<file path="src/rtl/irq_chain_pkg.sv">
// Shared types for the bus interrupter.
package irq_chain_pkg;
    // Acknowledge-chain controller states
    typedef enum logic [1:0] {
        CH_IDLE  = 2'd0,   // waiting for an acknowledge
        CH_PASS  = 2'd1,   // forwarding the chain downstream
        CH_REPLY = 2'd2,   // driving vector and data acknowledge
        CH_DONE  = 2'd3    // answered, waiting for chain input release
    } chain_state_t;
endpackage

</file>
<file path="src/rtl/irq_request.sv">
// Pending-request flag and request-line drivers.
// Assumes: all inputs synchronous to clk; level 0 disables the request lines.
// When a set and a clear fall in one cycle, the set wins, so no event is lost.
module irq_request #(
    parameter int NUM_LEVELS = 7,
    parameter int LVL_W      = 3
) (
    input  logic                  clk,
    input  logic                  rst_n,
    input  logic                  event_i,
    input  logic                  clr_access_i,
    input  logic                  ack_take_i,
    input  logic                  release_on_ack_i,
    input  logic [LVL_W-1:0]      level_i,
    output logic                  pend_o,
    output logic [NUM_LEVELS-1:0] irq_n_o
);
    logic pend_q;
    logic clear_now;

    // Select the clear source for the configured release policy
    always_comb begin
        clear_now = release_on_ack_i ? ack_take_i : clr_access_i;
    end

    // Pending flag: set has priority over clear
    always_ff @(posedge clk) begin
        if (!rst_n)
            pend_q <= 1'b0;
        else if (event_i)
            pend_q <= 1'b1;
        else if (clear_now)
            pend_q <= 1'b0;
    end

    assign pend_o = pend_q;

    // One active-low driver per level
    for (genvar k = 0; k < NUM_LEVELS; k++) begin : g_line
        assign irq_n_o[k] = !(pend_q && (level_i == LVL_W'(k + 1)));
    end

    // an event always leaves the request pending
    p_event_sets_r10: assert property (@(posedge clk) disable iff (!rst_n)
        event_i |=> pend_q);

    // with register-access release, only the access clears
    p_rora_hold_r8: assert property (@(posedge clk) disable iff (!rst_n)
        (pend_q && !release_on_ack_i && !clr_access_i) |=> pend_q);

    // with acknowledge release, a register access does not clear
    p_roak_no_clr_r9: assert property (@(posedge clk) disable iff (!rst_n)
        (pend_q && release_on_ack_i && !ack_take_i) |=> pend_q);
endmodule

</file>
<file path="src/rtl/iack_chain.sv">
// Acknowledge daisy-chain controller.
// The controller decides once per acknowledge cycle whether to answer or forward.
// Answer: drive vector and data acknowledge until the strobes release.
// Forward: hold the chain output low until the chain input releases.
// Assumes: inputs already synchronized to clk.
module iack_chain
    import irq_chain_pkg::*;
#(
    parameter int LVL_W = 3,
    parameter int VEC_W = 8
) (
    input  logic             clk,
    input  logic             rst_n,
    input  logic             iack_in_n,
    input  logic             strobe_i,
    input  logic [LVL_W-1:0] ack_lvl_i,
    input  logic [LVL_W-1:0] level_i,
    input  logic             pend_i,
    input  logic [VEC_W-1:0] vector_i,
    output logic             take_o,
    output logic             iack_out_n,
    output logic             dtack_n,
    output logic [VEC_W-1:0] data_o,
    output logic             data_oe
);
    chain_state_t state_q, state_d;
    logic [VEC_W-1:0] vec_q;
    logic ack_seen;
    logic match;

    // Decode the acknowledge and the level match
    always_comb begin
        ack_seen = !iack_in_n && strobe_i;
        match    = pend_i && (level_i != '0) && (ack_lvl_i == level_i);
        take_o   = (state_q == CH_IDLE) && ack_seen && match;
    end

    // Next-state logic of the chain controller
    always_comb begin
        state_d = state_q;
        unique case (state_q)
            CH_IDLE:  if (ack_seen) state_d = match ? CH_REPLY : CH_PASS;
            CH_PASS:  if (iack_in_n) state_d = CH_IDLE;
            CH_REPLY: if (!strobe_i) state_d = iack_in_n ? CH_IDLE : CH_DONE;
            CH_DONE:  if (iack_in_n) state_d = CH_IDLE;
            default:  state_d = CH_IDLE;
        endcase
    end

    // State register and vector capture at acceptance
    always_ff @(posedge clk) begin
        if (!rst_n) begin
            state_q <= CH_IDLE;
            vec_q   <= '0;
        end else begin
            state_q <= state_d;
            if (take_o) vec_q <= vector_i;
        end
    end

    // Output decode from the state register
    always_comb begin
        iack_out_n = (state_q != CH_PASS);
        dtack_n    = (state_q != CH_REPLY);
        data_oe    = (state_q == CH_REPLY);
        data_o     = (state_q == CH_REPLY) ? vec_q : '0;
    end

    // the chain output only falls after a strobed acknowledge input
    p_pass_cause_r4: assert property (@(posedge clk) disable iff (!rst_n)
        $fell(iack_out_n) |-> $past(!iack_in_n && strobe_i));

    // a released chain input releases the chain output next cycle
    p_chain_return_r5: assert property (@(posedge clk) disable iff (!rst_n)
        (!iack_out_n && iack_in_n) |=> iack_out_n);

    // released strobes remove the data acknowledge next cycle
    p_dtack_drop_r6: assert property (@(posedge clk) disable iff (!rst_n)
        (!dtack_n && !strobe_i) |=> (dtack_n && !data_oe));
endmodule

</file>
<file path="src/rtl/bus_interrupter.sv">
// Top of the bus interrupter.
// Joins the pending-request logic and the acknowledge chain controller.
// A strobe counts as asserted when either data strobe is low.
// Assumes: bus inputs synchronized to clk; synchronous active-low reset.
module bus_interrupter #(
    parameter int NUM_LEVELS = 7,
    parameter int VEC_W      = 8,
    localparam int LVL_W     = $clog2(NUM_LEVELS + 1)
) (
    input  logic                  clk,
    input  logic                  rst_n,
    input  logic [LVL_W-1:0]      cfg_level,
    input  logic [VEC_W-1:0]      cfg_vector,
    input  logic                  release_on_ack,
    input  logic                  event_pulse,
    input  logic                  clr_access,
    output logic [NUM_LEVELS-1:0] irq_n,
    input  logic                  iack_in_n,
    output logic                  iack_out_n,
    input  logic [LVL_W-1:0]      iack_lvl,
    input  logic [1:0]            ds_n,
    output logic                  dtack_n,
    output logic [VEC_W-1:0]      data_out,
    output logic                  data_oe
);
    logic strobe;
    logic pend;
    logic take;

    // Either strobe low marks the data phase
    assign strobe = !(&ds_n);

    irq_request #(.NUM_LEVELS(NUM_LEVELS), .LVL_W(LVL_W)) u_req (
        .clk              (clk),
        .rst_n            (rst_n),
        .event_i          (event_pulse),
        .clr_access_i     (clr_access),
        .ack_take_i       (take),
        .release_on_ack_i (release_on_ack),
        .level_i          (cfg_level),
        .pend_o           (pend),
        .irq_n_o          (irq_n)
    );

    iack_chain #(.LVL_W(LVL_W), .VEC_W(VEC_W)) u_chain (
        .clk        (clk),
        .rst_n      (rst_n),
        .iack_in_n  (iack_in_n),
        .strobe_i   (strobe),
        .ack_lvl_i  (iack_lvl),
        .level_i    (cfg_level),
        .pend_i     (pend),
        .vector_i   (cfg_vector),
        .take_o     (take),
        .iack_out_n (iack_out_n),
        .dtack_n    (dtack_n),
        .data_o     (data_out),
        .data_oe    (data_oe)
    );

    // never forward and answer at once
    p_exclusive_r4: assert property (@(posedge clk) disable iff (!rst_n)
        !(!iack_out_n && !dtack_n));

    // entering the answer under acknowledge release leaves nothing pending
    p_roak_clear_r7: assert property (@(posedge clk) disable iff (!rst_n)
        (take && release_on_ack && !event_pulse) |=> (!pend && !dtack_n));
endmodule

</file>
<file path="config.mk">
export PLATFORM = sky130hd
export DESIGN_NAME = bus_interrupter
export DESIGN_NICKNAME = d
export VERILOG_FILES = /design/src/rtl/irq_chain_pkg.sv /design/src/rtl/irq_request.sv /design/src/rtl/iack_chain.sv /design/src/rtl/bus_interrupter.sv
export SDC_FILE = /design/constraint.sdc
export NUM_CORES = 1
export LEC_CHECK = 0
export ABC_AREA = 1
export BUFFER_PORTS_ARGS = -buffer_cell sky130_fd_sc_hd__buf_2
export CAP_MARGIN = 20
export CORE_MARGIN = 1.5
export CORE_UTILIZATION = 42
export DETAILED_ROUTE_END_ITERATION = 7
export PLACE_DENSITY = 0.8
export SYNTH_ARGS = -nofsm -noshare
export SYNTH_HDL_FRONTEND = slang
export SYNTH_SLANG_ARGS = --single-unit
</file>
<file path="constraint.sdc">
create_clock -name clk -period 1.46 [get_ports clk]
set_clock_uncertainty 0.05 [all_clocks]
set_input_delay 0.073 -clock clk [delete_from_list [all_inputs] [get_ports clk]]
set_output_delay 0.073 -clock clk [all_outputs]
set_load 0.03 [all_outputs]
</file>
==> results of run 1 <==
## critical path, delay by kind of cell (launching register included)
| family | cells | cell delay [ps] |
|---|---|---|
| buf+inv | 3 | 370 |
| simple gates | 2 | 230 |
| flops | 1 | 350 |
## final cells by class
class | instances | area share, %
multi-input cells | 80 | 38.1
flip-flops and latches | 11 | 23.0
repair buffers | 40 | 21.7
inverters | 30 | 12.3
clock buffers | 4 | 2.75
well taps | 16 | 2.09
## cell usage in the layout, fill, tap and decap left out, types with 2 or more instances in the layout
cell type,n
a21oi_1,12
buf_2,38
clkbuf_4,4
dfxtp_1,11
inv_1,21
inv_2,7
nand2_1,35
nand3_1,10
nor2_1,13
nor2_2,2
o21ai_1,2
## cell families (layout without fill, tap and decap cells)
| family | count (synthesis) | after routing | synth area share (%) |
|---|---|---|---|
| buf+inv | 30 | 74 | 16.8 |
| simple gates | 65 | 65 | 41.0 |
| compound gates | 15 | 15 | 10.9 |
| flops | 11 | 11 | 31.4 |
## timing repair
item                                   4_1_cts  5_1_grt
setup endpoints to repair                    0        1
endpoints found under the hold margin        1        0
resized for setup                            0        1
hold buffers                                 1        0
## per-stage QoR
stage          worst slack, ps  TNS [ps]  hold WS, ps
6_report                   107         0         11.8
2_1_floorplan            -26.1      -209          157
4_1_cts                   82.4         0         10.3
5_1_grt                   3.40         0         24.0
3_5_place_dp               297         0          270
3_3_place_gp               321         0          270
## where the power goes
group | internal (W) | switching (W) | leakage, nW | total (W)
combinational | 0.000150 | 0.000357 | 0.379 | 0.000507
sequential | 0.000332 | 0.0000254 | 0.0894 | 0.000357
clock | 0.000106 | 0.000113 | 0.0150 | 0.000219
## state kept, by name, summed over array words and instances, names as in the netlist
signal / cells
u_chain.vec_q: 8
u_chain.state_q: 2
u_req.pend_o: 1
## layer usage
metal / global-route usage, % / up-vias / part of all wire [%]
met5: 0 / - / 0
met2: 36.5 / 27 / 50
met1: 21.9 / 363 / 43
met3: 2.50 / 2 / 5.8
li1: - / 456 / -
met4: 9.09 / 0 / 1.2
## worst paths after layout
kind                            slack (ps)                from                  to
worst max-delay path                   110  u_chain.state_q[1]         data_out[4]
worst min register to register         420    u_chain.vec_q[1]    u_chain.vec_q[1]
worst min-delay path                    10               rst_n  u_chain.state_q[1]
worst max register to register         290  u_chain.state_q[1]    u_chain.vec_q[6]
==> impl_metrics.ini, run 1 <==
[global_route]
grt_remaining_overflow = 0
largest_net_degree_at_the_start_of_global_routing = 11
number_of_antenna_violations_at_the_first_check_in_global_routing = 0
grt_pass1_vias = 724
grt_first_pass_wirelength_um = 2840
globalRouteTotalUtil_pct = 19.7

[drt]
finalWirelength_um = 1800
detailroute.via_count = 848
drc = 0
first_iter_violations = 10
routed_wire_length_per_instance_um = 9.95
via_per_inst = 4.69
detail-route-antenna-nets = 0
total_iterations_of_the_first_detailed_routing_run = 4

[cells_and_area]
sequential_cell_area_um2 = 220
layout.nets = 188
final_core_utilization_pct = 62.0
area_delta_synth_final_pct = 36.2
final-instance-count-excl-fill = 181
post_layout_inst_area_um2 = 956
multi_input_comb_area_um2 = 364
n_antenna_cell = 0
layout-drive-gt1-share_pct = 33.9
filler_cell_count = 168

[logic_synthesis]
post_synth_inst_count = 121
synth_top_area_share_pct = 31.4
synth_seq_area_share_pct = 31.4
postSynthAreaPerCell_um2 = 5.80
synth_commonest_cells = nand2_1, inv_1, nor2_1
synth_fp_nets = 143
asyncSetResetFlopFracSynth_pct = 0
ys_dominant_reg_cell = dfxtp_1
post_synth_num_cell_types = 17
yosys_warnings = 0
synthesis.area_um2 = 702
synth_area_leaders = dfxtp_1, nand2_1, inv_1, a21oi_1, nand3_1
synth_edf_count = 0
synth_most_common_cell = nand2_1
netlist.top_cell.by_area = dfxtp_1
yosys_reg_bits = 11

[clock_network]
clock_insertion_delay_worst_skew_ps = 270
cts.sink_count = 11
clk_pin_slew_worst_paths_ps = 70
cts_bufs_inserted = 3
h-tree-depth = 1
clock_tree.root_cell = clkbuf_4
clock_path_buffers = 2
tritoncts = done
post_cts.repair.setup_buffers = 0

[worst_setup_path]
cp_class = reg2out
slowest_delay_ps = 350
req_time_crit_path_ps = 1340
worst-path-max-fanout = 10
endpoint_kind = output pin
timing.critical_path.cells = inv_2, nor2_2, inv_2, nor2_1, buf_2
cpMostUsedCell = inv_2
setup.worst_path.start_class = flip-flop
crit_slowest_cell = dfxtp_1
critPathArrivalTime_ps = 1230
r2r_worst_path_depth = 6

[power]
vdd.ir_drop.worst_uv = 1130
powerDensity_mw_per_mm2 = 1130
power_w = 0.00108
power_leakage_nw = 0.483

[floorplan]
ioPinCount = 40
coreArea_mm2 = 0.00154
die_area_mm2 = 0.00193
horizontal_die_dimension_um = 43.9
start_util_pct = 45.5
die_height_um = 43.9
core.rowCount = 14

[sta]
clock.fmax_ghz = 0.739
rsz0062_at_grt = no
timing.final.hold_violations = 0
timing.final.crit_share_pct = 92.7
setup_viol = 0
slew_violations = 0
worst_slew_margin_relative_to_its_limit_pct = 81.7
period_needed_ps = 1350
tightestPinTransition_ps = 273

[min_path]
hold_path_class = in2reg
timing.hold.worst_path_depth = 3

[placed_design]
gp_congestion = 0.791
place.port_buffers = 39
area_post_placement_um2 = 917
hpwlAfterDp_um = 1390
dp.cells = 176

[job]
max_cap_viol_count = 0

[status]
status = finished, final reports clean
Note: power is estimated with default switching activity, not from simulation.
==> inputs of run 2 (changes only) <==
- CORE_UTILIZATION: 42 -> 43
- HOLD_SLACK_MARGIN: not set -> 0.15
- SYNTH_HIERARCHICAL: not set -> 1
==> run 2 against run 1 <==
  * The flow now finishes with violations (DRC)
  * Final cell count rose by 11%
  * Sequential power fell by 5%
  * Die area rose by 3.5%
  * Non-clock buffer count rose by 17
  * Synthesized cell count rose by 4.1%
  * Wire length rose by 20%
  * Total power fell by 7.7%
  * Critical path type is now in2reg
==> impl_metrics.ini, run 2 <==
[clock_network]
cts.sink_count = 11
clock_insertion_delay_worst_skew_ps = 270
tritoncts = done
clock_path_buffers = 2
clk_pin_slew_worst_paths_ps = 80
clock_tree.root_cell = clkbuf_4
cts_bufs_inserted = 3
h-tree-depth = 1

[sta]
fin_setup_tns_ps = 0
timing.final.hold_violations = 0
tightestPinTransition_ps = 318
period_needed_ps = 1390
timing.final.crit_share_pct = 95.4
clock.fmax_ghz = 0.718
slew_violations = 0
setup_viol = 0
worst_slew_margin_relative_to_its_limit_pct = 78.6
hold_slack_ps = 238
rsz0062_at_grt = no

[drt]
wirelength_met1_um = 865
via_per_inst = 4.83
first_iter_violations = 28
routed_wire_length_per_instance_um = 10.7
routed-wl-met2_um = 1180
drc = 3
total_iterations_of_the_first_detailed_routing_run = 7
detail-route-antenna-nets = 0
wl_met3_um = 106
detailroute.via_count = 971
top_signal_layer_used = met3
finalWirelength_um = 2150

[cells_and_area]
n_antenna_cell = 0
largest-register = u_chain/vec_q
layout.nets = 208
post_layout_inst_area_mm2 = 0.00115
most_common_cell_after_layout_fill_and_taps_aside = buf_2
layout-drive-gt1-share_pct = 30.8
area_delta_synth_final_pct = 53.7
final_cell_mix = buf_2, nand2_1, inv_1
largest_register_ff_count = 8

[logic_synthesis]
ys_dominant_reg_cell = dfxtp_1
synth_area_leaders = dfxtp_1, nand2_1, inv_1, a21oi_1, nand4_1
synth_edf_count = 0
synth_fp_nets = 148
yosys_reg_bits = 11
post_synth_num_cell_types = 20
synth_top_area_share_pct = 29.5
post_synth_inst_count = 126
synth_commonest_cells = nand2_1, inv_1, nor2_1
yosys_warnings = 6
asyncSetResetFlopFracSynth_pct = 0
synthesis.area_um2 = 746
synth_seq_area_share_pct = 29.5
postSynthAreaPerCell_um2 = 5.92
netlist.top_cell.by_area = dfxtp_1
synth_most_common_cell = nand2_1

[floorplan]
horizontal_die_dimension_um = 44.6
die_height_um = 44.6
start_util_pct = 47.8
die_area_mm2 = 0.00199
core.rowCount = 14
ioPinCount = 40
coreArea_mm2 = 0.00156

[power]
powerDensity_mw_per_mm2 = 873
power_w = 0.00100
power_report.internal_total_w = 0.000591
vdd.ir_drop.worst_uv = 612
combPwrFrac_pct = 44.7
clock_power_share_pct = 21.3
power.net_switching_w = 0.000410
seq_power_share_pct = 34.0
power_leakage_nw = 0.562
sw_frac_of_total_pct = 40.9

[worst_setup_path]
worst-path-max-fanout = 2
critPathArrivalTime_ps = 1510
cp_class = in2reg
endpoint_kind = flip-flop
req_time_crit_path_ps = 1580
setup.worst_path.start_class = input port

[global_route]
globalRouteTotalUtil_pct = 24.5
largest_net_degree_at_the_start_of_global_routing = 11
grt_pass1_vias = 868
grt_first_pass_wirelength_um = 3480
number_of_antenna_violations_at_the_first_check_in_global_routing = 0
grt_remaining_overflow = 0

[placed_design]
gp_congestion = 0.811
hpwlAfterDp_um = 1490
place.port_buffers = 39
area_post_placement_um2 = 980

[job]
max_cap_viol_count = 0

[min_path]
hold_path_class = in2reg

[status]
status = finished with violations
failing_checks = DRC
## run 2: cell types whose count changed in the layout (fill, tap and decap cells not counted), sizes merged, moves of 2 or more
cell | before | now
buf | 38 | 43
dlygate4sd3 | 1 | 14
inv | 28 | 30
nand2 | 37 | 34
nand3 | 11 | 6
nand4 | 1 | 8
## run 2: metal layers
metal / track usage (%) / up-vias
li1: - / 508
met2: 46.7 / 29
met4: 10.9 / 0
met1: 25.2 / 434
met5: 0 / -
met3: 4.90 / 0
## run 2: worst paths after layout
path                                    endpoint              from  depth (start not counted)  slack, ps
worst max-delay path                u_req/pend_o    release_on_ack                          7         70
worst min register to register  u_chain/vec_q[3]  u_chain/vec_q[3]                          2        410
worst min-delay path            u_chain/vec_q[5]       iack_lvl[1]                          6        240
worst max register to register  u_chain/vec_q[6]      u_req/pend_o                          5        110
## run 2: power by group through the flow
| stage | logic (W) | clock network [W] | registers (W) |
|---|---|---|---|
| detailed placement | 0.000412 | 0 | 0.000348 |
| finish | 0.000447 | 0.000213 | 0.000340 |
| floorplan | 0.000280 | 0 | 0.000344 |
| global placement | 0.000399 | 0 | 0.000346 |
| global route | 0.000491 | 0.000243 | 0.000344 |
| CTS | 0.000442 | 0.000220 | 0.000341 |
## run 2: what timing repair did
action	CTS	global route
buffers inserted	0	0
gates resized for setup	0	0
hold buffers	14	0
hold endpoints to repair	11	0
## run 2: kinds of logic (layout without fill, tap and decap cells)
kind of cell,after synthesis,after routing,synth area share [%]
compound gates,15,15,12.1
simple gates,67,67,41.3
flops,11,11,29.5
buf+inv,33,92,17.1
## run 2: critical path, cell delays in order
cell and delay (ps):
dlygate4sd3_1 540, buf_2 130, inv_1 50, nand2_1 40, dlygate4sd3_1 570, nand3_2 70, a21oi_2 50
## run 2: area by class of cell
class	count	area, um2
clock buffers	4	26.3
repair buffers	57	365
flip-flops and latches	11	220
well taps	16	20.0
inverters	31	116
multi-input cells	82	398
fillers	144	413
## run 2: through the flow
stage	utilization (%)	setup slack [ps]	instances
after floorplan	-	119	126
after global placement	62.8	184	183
after detailed placement	62.8	134	183
after CTS	73.5	113	201
after global routing	73.5	10.8	201
final	73.5	67.4	201
==> inputs of run 3 (changes only) <==
- CAP_MARGIN: 20 -> 30
- CORE_UTILIZATION: 43 -> 42
- SKIP_CTS_REPAIR_TIMING: not set -> 1
- SYNTH_HIERARCHICAL: 1 -> not set
==> run 3 against run 2 <==
  * The run now ends clean
  * Register-to-register slack gained 160 ps
  * Utilization down 3.7 points
  * Via count shrank 7.5%
  * Worst hold slack improved by 4.9 ps
  * Total power is 11% higher
  * First-iteration DRC count decreased by 50%
  * Cell area decreased by 6.1%
  * Combinational power increased by 20%
  * Sequential cell count stayed put
  * Clock power about the same
  * Global-route usage fell by 5.2 points
==> impl_metrics.ini, run 3 (synthesis results as in run 1) <==
[status]
status = finished, final reports clean

[worst_setup_path]
cpMostUsedCell = inv_2
crit_slowest_cell = dfxtp_1
worst-path-max-fanout = 10
cp_class = reg2out
timing.critical_path.cells = inv_2, nor2_2, inv_2, nor2_1, buf_2
timing.rr.end = u_chain.vec_q[6]
endpoint_kind = output pin
r2r_setup_slack_ps = 270
r2r_worst_path_depth = 7
req_time_crit_path_ps = 1340
slowest_delay_ps = 350
setup.worst_path.start_class = flip-flop
rr_startpoint = u_req.pend_o
critPathArrivalTime_ps = 1240

[floorplan]
coreArea_mm2 = 0.00154
ioPinCount = 40
horizontal_die_dimension_um = 43.9
core.rowCount = 14
die_area_mm2 = 0.00193
start_util_pct = 45.5
die_height_um = 43.9

[sta]
slew_violations = 0
period_needed_ps = 1360
rsz0062_at_grt = no
timing.final.crit_share_pct = 93.1
timing.final.hold_violations = 0
setup_viol = 0
clock.fmax_ghz = 0.736
worst_slew_margin_relative_to_its_limit_pct = 81.4
fin_setup_tns_ps = 0
hold_slack_ps = 243
tightestPinTransition_ps = 277

[min_path]
timing.hold.worst_path_depth = 6
hold-path-endpoint = u_chain.state_q[1]
min-delay-start = ds_n[0]
hold_path_class = in2reg

[clock_network]
clock_path_buffers = 2
clock_insertion_delay_worst_skew_ps = 270
cts.sink_count = 11
clock_tree.root_cell = clkbuf_4
cts_bufs_inserted = 3
clk_pin_slew_worst_paths_ps = 70
tritoncts = done
h-tree-depth = 1

[placed_design]
hpwlAfterDp_um = 1390
place.port_buffers = 39
gp_congestion = 0.791
area_post_placement_um2 = 917

[cells_and_area]
layout.nets = 200
filler_cell_count = 141
final_cell_mix = buf_2, nand2_1, inv_1
largest-register = u_chain.vec_q
area_delta_synth_final_pct = 53.3
post_layout_inst_area_mm2 = 0.00108
largest_register_ff_count = 8
n_antenna_cell = 0
most_common_cell_after_layout_fill_and_taps_aside = buf_2
layout-drive-gt1-share_pct = 31.6
final_core_utilization_pct = 69.8

[drt]
first_iter_violations = 14
via_per_inst = 4.65
finalWirelength_um = 1940
total_iterations_of_the_first_detailed_routing_run = 5
drc = 0
detail-route-antenna-nets = 0
detailroute.via_count = 898
routed_wire_length_per_instance_um = 10.0

[power]
powerDensity_mw_per_mm2 = 1030
vdd.ir_drop.worst_uv = 1130
power_leakage_nw = 0.533

[global_route]
globalRouteTotalUtil_pct = 19.4
largest_net_degree_at_the_start_of_global_routing = 11
grt_first_pass_wirelength_um = 2790
grt_remaining_overflow = 0
grt_pass1_vias = 717
number_of_antenna_violations_at_the_first_check_in_global_routing = 0

[job]
max_cap_viol_count = 0
==> run 3: cell type report <==
class,count,area [um2],area share [%]
Sequential cell,11,220,20.5
Timing Repair Buffer,52,328,30.5
Multi-Input combinational cell,80,364,33.8
Inverter,30,118,10.9
Tap cell,16,20.0,1.86
Clock buffer,4,26.3,2.44
==> run 3: worst max-delay path: cells and delay by family, from the launching register on <==
| kind | cells | cell delay, ps |
|---|---|---|
| simple gates | 2 | 240 |
| flops | 1 | 350 |
| buf+inv | 3 | 380 |
==> run 3: power by group <==
| group | switching (W) | internal [W] |
|---|---|---|
| clock | 0.000107 | 0.000106 |
| combinational | 0.000366 | 0.000170 |
| sequential | 0.0000262 | 0.000332 |
==> run 3: how the worst max path moves through the flow <==
stage	start	end
global placement	u_chain.state_q[1]	u_req.pend_o
finish	u_chain.state_q[1]	data_out[4]
global route	u_chain.state_q[1]	data_out[2]
CTS	u_chain.state_q[1]	data_out[2]
floorplan	u_chain.state_q[1]	data_out[0]
detailed placement	u_chain.state_q[1]	u_req.pend_o
==> run 3: through the flow <==
| step | setup WS [ps] | std cells | total power [W] |
|---|---|---|---|
| 3_5_place_dp | 297 | 176 | 0.000872 |
| 5_1_grt | 2.65 | 193 | 0.00117 |
| 2_1_floorplan | -26.1 | 121 | 0.000740 |
| 4_1_cts | 82.4 | 180 | 0.00109 |
| 6_report | 101 | 193 | 0.00111 |
| 3_3_place_gp | 321 | 176 | 0.000860 |
==> run 3: routing by layer <==
metal  track usage [%]  share of wire [%]  vias up
met5                 0                  0        -
met4              9.09                1.2        0
met3              2.50                6.3        2
met2              35.6                 49       33
met1              21.7                 43      384
li1                  -                  -      479
